===== src/rtl/lext_pkg.sv =====
package lext_pkg;
  typedef enum logic [2:0] {
    PH_IDLE = 3'd0,
    PH_T1   = 3'd1,
    PH_T2   = 3'd2,
    PH_T3   = 3'd3,
    PH_T4   = 3'd4
  } phase_e;
endpackage


===== src/rtl/lext_bus_seq.sv =====
module lext_bus_seq
  import lext_pkg::*;
#(
  parameter int unsigned ADDR_W      = 8,
  parameter int unsigned LANES       = 2,
  parameter int unsigned LANE_W      = 8,
  parameter int unsigned MIRROR_ADDR = 'h40,
  localparam int unsigned DATA_W     = LANES * LANE_W
) (
  input  logic              clk,
  input  logic              rst_n,
  input  logic              req_valid,
  input  logic              req_write,
  input  logic [ADDR_W-1:0] req_addr,
  input  logic [DATA_W-1:0] req_wdata,
  input  logic [LANES-1:0]  req_be,
  output logic              req_ready,
  output phase_e            phase,
  output logic              cap_write,
  output logic              cap_hit,
  output logic [DATA_W-1:0] cap_wdata,
  output logic [LANES-1:0]  cap_be
);
  phase_e phase_q;
  logic   addr_match;

  assign addr_match = (req_addr == ADDR_W'(MIRROR_ADDR));
  assign req_ready  = rst_n && (phase_q == PH_IDLE);
  assign phase      = phase_q;

  always_ff @(posedge clk or negedge rst_n) begin
    if (!rst_n) begin
      phase_q   <= PH_IDLE;
      cap_write <= 1'b0;
      cap_hit   <= 1'b0;
      cap_wdata <= '0;
      cap_be    <= '0;
    end else begin
      unique case (phase_q)
        PH_IDLE: begin
          if (req_valid) begin
            phase_q   <= PH_T1;
            cap_write <= req_write;
            cap_hit   <= addr_match;
            cap_wdata <= req_wdata;
            cap_be    <= req_be;
          end
        end
        PH_T1:   phase_q <= PH_T2;
        PH_T2:   phase_q <= PH_T3;
        PH_T3:   phase_q <= PH_T4;
        PH_T4:   phase_q <= PH_IDLE;
        default: phase_q <= PH_IDLE;
      endcase
    end
  end
endmodule


===== src/rtl/lext_strobe.sv =====
module lext_strobe
  import lext_pkg::*;
#(
  parameter int unsigned LANES  = 2,
  parameter int unsigned LANE_W = 8,
  localparam int unsigned DATA_W = LANES * LANE_W
) (
  input  logic              rst_n,
  input  phase_e            phase,
  input  logic              cap_write,
  input  logic              cap_hit,
  input  logic [DATA_W-1:0] cap_wdata,
  input  logic [LANES-1:0]  cap_be,
  output logic [LANES-1:0]  lane_fire,
  output logic [LANES-1:0]  ext_stb,
  output logic [DATA_W-1:0] ext_data
);
  logic mirror_wr;
  logic in_t3;
  logic busy;

  assign mirror_wr = cap_write && cap_hit;
  assign in_t3     = (phase == PH_T3);
  assign busy      = (phase != PH_IDLE);

  for (genvar i = 0; i < LANES; i++) begin : g_lane
    assign lane_fire[i] = in_t3 && mirror_wr && cap_be[i];
    assign ext_stb[i]   = lane_fire[i] || !rst_n;
  end

  assign ext_data = (rst_n && busy && mirror_wr) ? cap_wdata : '0;
endmodule


===== src/rtl/lext_mirror.sv =====
module lext_mirror #(
  parameter int unsigned LANES  = 2,
  parameter int unsigned LANE_W = 8,
  localparam int unsigned DATA_W = LANES * LANE_W
) (
  input  logic              clk,
  input  logic              rst_n,
  input  logic [LANES-1:0]  upd_lane,
  input  logic [DATA_W-1:0] upd_data,
  output logic [DATA_W-1:0] mirror_q
);
  logic [LANE_W-1:0] lane_q [LANES];

  for (genvar i = 0; i < LANES; i++) begin : g_byte
    always_ff @(posedge clk or negedge rst_n) begin
      if (!rst_n) begin
        lane_q[i] <= '0;
      end else if (upd_lane[i]) begin
        lane_q[i] <= upd_data[i*LANE_W +: LANE_W];
      end
    end
    assign mirror_q[i*LANE_W +: LANE_W] = lane_q[i];
  end
endmodule


===== src/rtl/lext_ctrl.sv =====
module lext_ctrl
  import lext_pkg::*;
#(
  parameter int unsigned ADDR_W      = 8,
  parameter int unsigned LANES       = 2,
  parameter int unsigned LANE_W      = 8,
  parameter int unsigned MIRROR_ADDR = 'h40,
  localparam int unsigned DATA_W     = LANES * LANE_W
) (
  input  logic              clk,
  input  logic              rst_n,
  input  logic              req_valid,
  output logic              req_ready,
  input  logic              req_write,
  input  logic [ADDR_W-1:0] req_addr,
  input  logic [DATA_W-1:0] req_wdata,
  input  logic [LANES-1:0]  req_be,
  output logic              rsp_valid,
  output logic [DATA_W-1:0] rsp_rdata,
  output logic [DATA_W-1:0] ext_data,
  output logic [LANES-1:0]  ext_stb
);
  phase_e            phase;
  logic              cap_write;
  logic              cap_hit;
  logic [DATA_W-1:0] cap_wdata;
  logic [LANES-1:0]  cap_be;
  logic [LANES-1:0]  lane_fire;
  logic [DATA_W-1:0] mirror_q;

  lext_bus_seq #(
    .ADDR_W(ADDR_W), .LANES(LANES), .LANE_W(LANE_W), .MIRROR_ADDR(MIRROR_ADDR)
  ) u_seq (
    .clk       (clk),
    .rst_n     (rst_n),
    .req_valid (req_valid),
    .req_write (req_write),
    .req_addr  (req_addr),
    .req_wdata (req_wdata),
    .req_be    (req_be),
    .req_ready (req_ready),
    .phase     (phase),
    .cap_write (cap_write),
    .cap_hit   (cap_hit),
    .cap_wdata (cap_wdata),
    .cap_be    (cap_be)
  );

  lext_strobe #(.LANES(LANES), .LANE_W(LANE_W)) u_stb (
    .rst_n     (rst_n),
    .phase     (phase),
    .cap_write (cap_write),
    .cap_hit   (cap_hit),
    .cap_wdata (cap_wdata),
    .cap_be    (cap_be),
    .lane_fire (lane_fire),
    .ext_stb   (ext_stb),
    .ext_data  (ext_data)
  );

  lext_mirror #(.LANES(LANES), .LANE_W(LANE_W)) u_mir (
    .clk      (clk),
    .rst_n    (rst_n),
    .upd_lane (lane_fire),
    .upd_data (cap_wdata),
    .mirror_q (mirror_q)
  );

  assign rsp_valid = rst_n && (phase == PH_T4);
  assign rsp_rdata = (rsp_valid && cap_hit) ? mirror_q : '0;
endmodule


===== config.mk =====
export PLATFORM = sky130hd
export DESIGN_NAME = lext_ctrl
export DESIGN_NICKNAME = d
export VERILOG_FILES = /design/src/rtl/lext_pkg.sv /design/src/rtl/lext_bus_seq.sv /design/src/rtl/lext_strobe.sv /design/src/rtl/lext_mirror.sv /design/src/rtl/lext_ctrl.sv
export SDC_FILE = /design/constraint.sdc
export NUM_CORES = 1
export LEC_CHECK = 0
export CORE_MARGIN = 3
export CORE_UTILIZATION = 49
export CTS_CLUSTER_SIZE = 8
export DETAILED_ROUTE_END_ITERATION = 12
export GPL_ROUTABILITY_DRIVEN = 1
export HOLD_SLACK_MARGIN = 0.03
export PLACE_DENSITY = 0.85
export SETUP_SLACK_MARGIN = 0.4
export SLEW_MARGIN = 20
export SYNTH_ARGS = -nofsm -noshare
export SYNTH_HDL_FRONTEND = slang
export SYNTH_HIERARCHICAL = 1
export SYNTH_SLANG_ARGS = --single-unit

===== constraint.sdc =====
create_clock -name clk -period 2.3 [get_ports clk]
set_input_delay 0.46 -clock clk [delete_from_list [all_inputs] [get_ports clk]]
set_output_delay 0.46 -clock clk [all_outputs]
set_load 0.01 [all_outputs]

Yosys cells after proc, flatten, opt, wreduce, memory -nomap -nowiden. Index checks and enable logic that the tools add are counted.

Register bits: 39. Input port bits: 30. Output and inout bits: 36. Logic and storage cells: 32.

Equality and inequality tests: 6. Reduce and logical (&&, ||, !) cells: 15. Mux-type cells: 4.

Operators by type and width (number): two-way mux 16 bit (2); one-hot mux 3 bit (4 select lines) (1); logical AND 1 bit (9); equality test 8 x 7 -> 1 bit, second input constant (1); equality test 3 x 2 -> 1 bit, second input constant (2); equality test 3 x 1 -> 1 bit, second input constant (1); equality test 3 bit, second input constant (1); zero test 3 bit (1); two-way mux 3 bit (1); nonzero test 3 bit (1); logical OR 1 bit (2); != test 2 bit, second input constant (1); AND reduction 2 bit (1); zero test 1 bit (1).

Longest topological paths before layout.
Depth in word-level cells: 4. Gate-level depth with buffers: 4. Depth with buffers taken out: 3.

Hierarchy. Netlist, hierarchy kept.

Modules (own cells, without submodules): lext_bus_seq (cells each 57, seq. area each 575.6 um^2, area each 902.1 um^2, instances 1); lext_mirror (cells each 34, seq. area each 400.4 um^2, area each 663.1 um^2, instances 1); lext_strobe (cells each 28, seq. area each 0.0 um^2, area each 261.5 um^2, instances 1); lext_ctrl (cells each 21, seq. area each 0.0 um^2, area each 157.7 um^2, instances 1).

Least setup slack after synthesis. Ideal clock, no wire load.

Kind: register to output. From: register u_seq.phase_q[2], in the netlist u_seq/phase[2]. To: output rsp_rdata[10]. Path buffers: 1. Data arrival time: 1138 ps. Slack: 702 ps. Stages on the path, launching flop included: 4. Cells stage by stage: dfrtp_1 > nor3b_4 > buf_6 > and3_1.

Word-level cells in the longest chain between the ends: 4.

Ends and longest elaborated chain: from (decl) (RTL line lext_bus_seq.sv:24) `phase_e phase_q;`; from (signal assigned) (RTL line lext_bus_seq.sv:33) `phase_q <= PH_IDLE;`; from (signal assigned) (RTL line lext_bus_seq.sv:42) `phase_q <= PH_T1;`; from (signal assigned) (RTL line lext_bus_seq.sv:49) `PH_T1: phase_q <= PH_T2;`; equality test 3 bit (RTL line lext_ctrl.sv:69) `assign rsp_valid = rst_n && (phase == PH_T4);`; logical AND 1 bit (RTL line lext_ctrl.sv:69); logical AND 1 bit (RTL line lext_ctrl.sv:70) `assign rsp_rdata = (rsp_valid && cap_hit) ? mirror_q : '0;`; two-way mux 16 bit (RTL line lext_ctrl.sv:70); to (decl) (RTL line lext_ctrl.sv:19) `output logic [DATA_W-1:0] rsp_rdata,`.

Every way passes these cells.

Final worst setup path.
From: register u_seq.phase_q[1], in the netlist u_seq/phase[1]. To: output rsp_rdata[5].

The elaborated chain is that of the path after synthesis.

==> report_table.html <==
<table>
<tr><th>Metric</th><th>Value</th></tr>
<tr><th colspan="2">Run status</th></tr>
<tr><td>Outcome</td><td>completed</td></tr>
<tr><th colspan="2">Global route</th></tr>
<tr><td>Largest net degree at the start of global routing</td><td>22</td></tr>
<tr><td>Met1 track demand over resource in global routing</td><td>between 20% and 30%</td></tr>
<tr><td>Antenna violations before repair</td><td>0</td></tr>
<tr><td>Fraction of met3 tracks used by global routing</td><td>5.94%</td></tr>
<tr><td>Overall Global Routing Usage</td><td>around a quarter</td></tr>
<tr><td>GRT Residual Overflow</td><td>0</td></tr>
<tr><td>Busiest grt layer</td><td>met2</td></tr>
<tr><td>Vias in the first global route</td><td>1669</td></tr>
<tr><td>Wire length of the first global-routing pass</td><td>9140 um</td></tr>
<tr><td>Met2 usage in global routing</td><td>between 40% and 50%</td></tr>
<tr><th colspan="2">Synthesis</th></tr>
<tr><td>Syn_nets</td><td>170</td></tr>
<tr><td>Flip-flop and latch count after synthesis</td><td>39</td></tr>
<tr><td>Area leader, netlist</td><td>sky130_fd_sc_hd__dfrtp_1</td></tr>
<tr><td>Total number of yosys warnings</td><td>6</td></tr>
<tr><td>Syn Std Cell Area</td><td>about 2000 um2</td></tr>
<tr><td>Synthesized netlist cell count</td><td>140</td></tr>
<tr><td>Number of distinct library cells after synthesis</td><td>26</td></tr>
<tr><td>Post-Syn Area per Cell</td><td>about 14 um2</td></tr>
<tr><td>Register area share after synthesis</td><td>between 40 and 50%</td></tr>
<tr><td>Fraction of synthesized cell area taken by the top area cell type</td><td>just under 50%</td></tr>
<tr><td>Synth top area cells</td><td>sky130_fd_sc_hd__dfrtp_1 (49%), sky130_fd_sc_hd__mux2_4 (12%), sky130_fd_sc_hd__mux2_2 (10%)</td></tr>
<tr><th colspan="2">Drt</th></tr>
<tr><td>Wire per inst</td><td>~21 um</td></tr>
<tr><td>Initial detailed-routing violation count</td><td>87</td></tr>
<tr><td>Total length of routed wires</td><td>6050 um</td></tr>
<tr><td>Vias after detailed routing</td><td>about 1600</td></tr>
<tr><td>Routed Antenna Nets</td><td>0</td></tr>
<tr><td># DRC</td><td>0</td></tr>
<tr><td>Number of iterations in the first detailed-routing pass</td><td>4</td></tr>
<tr><td>Via count normalized by instance count</td><td>roughly 5.4</td></tr>
<tr><th colspan="2">STA</th></tr>
<tr><td>Worst slew pin tran</td><td>between 0.3 and 0.4 ns</td></tr>
<tr><td>Max Slew Vio Count</td><td>0</td></tr>
<tr><td>Max Clock Skew</td><td>~0.011 ns</td></tr>
<tr><td>Hold Vio Cnt, Final</td><td>0</td></tr>
<tr><td>Post-route fraction of the period consumed by the critical path</td><td>between 90% and 100%</td></tr>
<tr><td>Max Clk Rate</td><td>between 400 and 500 MHz</td></tr>
<tr><td>Clock period minus final worst setup slack</td><td>about 2.2 ns</td></tr>
<tr><td>Final hold slack</td><td>about 0.22 ns</td></tr>
<tr><td>Setup TNS</td><td>0 ns</td></tr>
<tr><td># setup viols final</td><td>0</td></tr>
<tr><td>RSZ-0062 raised after global routing</td><td>true</td></tr>
<tr><td>Worst Setup Slack, final</td><td>between 0.1 and 0.15 ns</td></tr>
<tr><td>Worst rel slew slack</td><td>between 70% and 80%</td></tr>
<tr><th colspan="2">Min path</th></tr>
<tr><td>Hold Path Class</td><td>input pin to async pin</td></tr>
<tr><th colspan="2">Cells and area</th></tr>
<tr><td>Synth-to-layout area growth</td><td>54.9%</td></tr>
<tr><td>Fraction of final layout cells with drive strength greater than 1</td><td>between 60% and 70%</td></tr>
<tr><td>Filler Cells Inserted</td><td>210</td></tr>
<tr><td>Finished layout cell area</td><td>roughly 3100 um2</td></tr>
<tr><td>Multi-input gate area in the final layout</td><td>around 1000 um2</td></tr>
<tr><td>Storage cell area</td><td>roughly 980 um2</td></tr>
<tr><td>Number of nets in the finished design</td><td>~280</td></tr>
<tr><td>Number of antenna repair diodes</td><td>0</td></tr>
<tr><th colspan="2">Clock network</th></tr>
<tr><td>H-Tree Depth</td><td>2</td></tr>
<tr><td>CTS clock-pin slew for the worst setup and hold paths</td><td>0.08 ns</td></tr>
<tr><td>Max clock buf depth</td><td>2</td></tr>
<tr><td>Number of sinks handled by clock tree synthesis</td><td>39</td></tr>
<tr><td>Clock Latency Late Sink</td><td>about 0.3 ns</td></tr>
<tr><td>TritonCTS clock tree</td><td>yes</td></tr>
<tr><td># hold bufs at CTS</td><td>0</td></tr>
<tr><td>Clock Tree Root</td><td>sky130_fd_sc_hd__clkbuf_8</td></tr>
<tr><td>Num CTS Buffers</td><td>5</td></tr>
<tr><th colspan="2">Critical path</th></tr>
<tr><td>Slowest CP cell</td><td>sky130_fd_sc_hd__dfrtp_2</td></tr>
<tr><td>Crit Path Category</td><td>register to output pin</td></tr>
<tr><td>Top cell by count, worst path</td><td>sky130_fd_sc_hd__buf_6</td></tr>
<tr><td>Setup crit end kind</td><td>output pin</td></tr>
<tr><td>Biggest cell delay along the critical path</td><td>around 0.43 ns</td></tr>
<tr><td>Data arrival time of the critical path</td><td>~1.7 ns</td></tr>
<tr><td>Max Fanout on Critical Path</td><td>3</td></tr>
<tr><td>Startpoint types</td><td>register</td></tr>
<tr><td>Data required time at the worst endpoint</td><td>1.84 ns</td></tr>
<tr><td>Cell chain of the critical path</td><td>nor3b_4 &gt; buf_6 &gt; buf_6 &gt; buf_6 &gt; and3_4 &gt; buf_6</td></tr>
<tr><th colspan="2">Die</th></tr>
<tr><td>Floorplan die width</td><td>69.6 um</td></tr>
<tr><td>I/O Pins</td><td>66</td></tr>
<tr><td>Starting utilization of the core area</td><td>52.6%</td></tr>
<tr><td>Area enclosed by the die boundary</td><td>between 4000 and 5000 um2</td></tr>
<tr><td>Placeable core region</td><td>about 3800 um2</td></tr>
<tr><td>Row count</td><td>22</td></tr>
<tr><td>Die Span Y</td><td>~70 um</td></tr>
<tr><th colspan="2">Pwr</th></tr>
<tr><td>Power Dens Cells</td><td>approximately 1000 nW/um2</td></tr>
<tr><td>IR Drop Worst-Case VDD</td><td>~0.00069 V</td></tr>
<tr><td>Leakage dissipation</td><td>1.45 nW</td></tr>
<tr><th colspan="2">Placement</th></tr>
<tr><td>Pre-CTS worst setup slack</td><td>between 0.04 and 0.05 ns</td></tr>
<tr><td>Final estimated routing congestion in global placement</td><td>0.832</td></tr>
<tr><td>Dpl hpwl</td><td>3470 um</td></tr>
<tr><td>Area post-placement</td><td>2710 um2</td></tr>
<tr><td>Buffers added on ports</td><td>between 60 and 70</td></tr>
<tr><th colspan="2">Run</th></tr>
<tr><td>Maximum Capacitance Violations</td><td>0</td></tr>
</table>
==> cell families (layout without fill, tap and decap cells) <==
logic type	after synthesis	in the layout	synth area share (%)
and+or+nand+nor	53	53	22.1
AOI/OAI and AO/OA	3	3	1.01
buffers and inverters	9	115	4.35
muxes	35	35	22.9
DFF	39	39	49.2
xor gates and xnor gates	1	1	0.441
==> Yosys cell counts, drive strengths merged <==
cell type,n
dfrtp,39
mux2,35
nor3b,17
and3,16
buf,7
nand2,4
nor3,4
nor2,3
nor4b,3
and2,2
nand3,2
o31ai,2
clkbuf,1
inv,1
nand2b,1
nor4,1
o21ai,1
xnor2,1
==> state kept, by name, summed over array words and instances, names as in the netlist <==
| name | cells |
|---|---|
| u_seq/cap_hit | 1 |
| u_seq/cap_be | 2 |
| u_seq/cap_write | 1 |
| u_mir/mirror_q | 16 |
| u_seq/cap_wdata | 16 |
| u_seq/phase | 3 |
==> worst max-delay path, delay by kind of cell (launching register included) <==
family	cells	cell delay [ns]
buffers and inverters	4	0.45
flip-flops	1	0.43
AND/OR/NAND/NOR	2	0.51
==> placed cells by master, fill, tap and decap left out, drive strengths merged, types with 2 or more instances in the layout <==
master          n
nor3b          17
clkdlybuf4s50  28
nor4b           3
nand3           2
nand2           4
nor2            3
mux2           35
nor3            4
o31ai           2
and2            2
clkbuf          7
and3           16
dfrtp          39
buf            77
==> final timing paths <==
check,startpoint,end,slack [ns],depth (start not counted)
setup / recovery,u_seq/phase[1],rsp_rdata[5],0.14,6
hold reg to reg,u_mir/mirror_q[1],u_mir/mirror_q[1],0.51,1
max in group asynchronous,rst_n,u_mir/mirror_q[12],1.83,2
setup reg to reg,u_seq/phase[0],u_seq/cap_wdata[11],0.48,5
min in group clk,u_mir/mirror_q[1],u_mir/mirror_q[1],0.51,1
hold / removal,rst_n,u_seq/cap_be[0],0.22,2
==> area by class of cell <==
cell class / count / area share [%]
multi-input combinational: 92 / 32.9
sequential: 39 / 31.8
timing repair buffer: 106 / 29.3
clock buffer: 6 / 2.69
tap: 48 / 1.95
clock inverter: 2 / 1.14
inverter: 1 / 0.122
==> through the flow <==
stage	power [W]	cells	utilization, %
2_1_floorplan	0.00168	140	-
6_report	0.00309	294	81.5
4_1_cts	0.00284	288	78.8
3_5_place_dp	0.00191	257	71.8
3_3_place_gp	0.00186	257	71.8
5_1_grt	0.00322	294	81.5
==> timing repair <==
item                                    4_1_cts  5_1_grt
gates resized for setup                     178       15
cloned                                        2        0
setup buffers                                21        6
pin swaps                                     4        5
endpoints found under the setup margin       36       36
==> routing by layer <==
layer / up-vias / share of wire [%]
met5: - / 0
met4: 0 / 2.7
met3: 12 / 4.8
met2: 58 / 54
met1: 789 / 38
li1: 716 / -
==> report_power, final <==
part	switching (W)	internal, W	leakage (nW)
clock	0.000256	0.000351	0.0612
combinational	0.000525	0.000817	0.896
sequential	0.000210	0.000929	0.496
(Power assumes the default switching activity.)
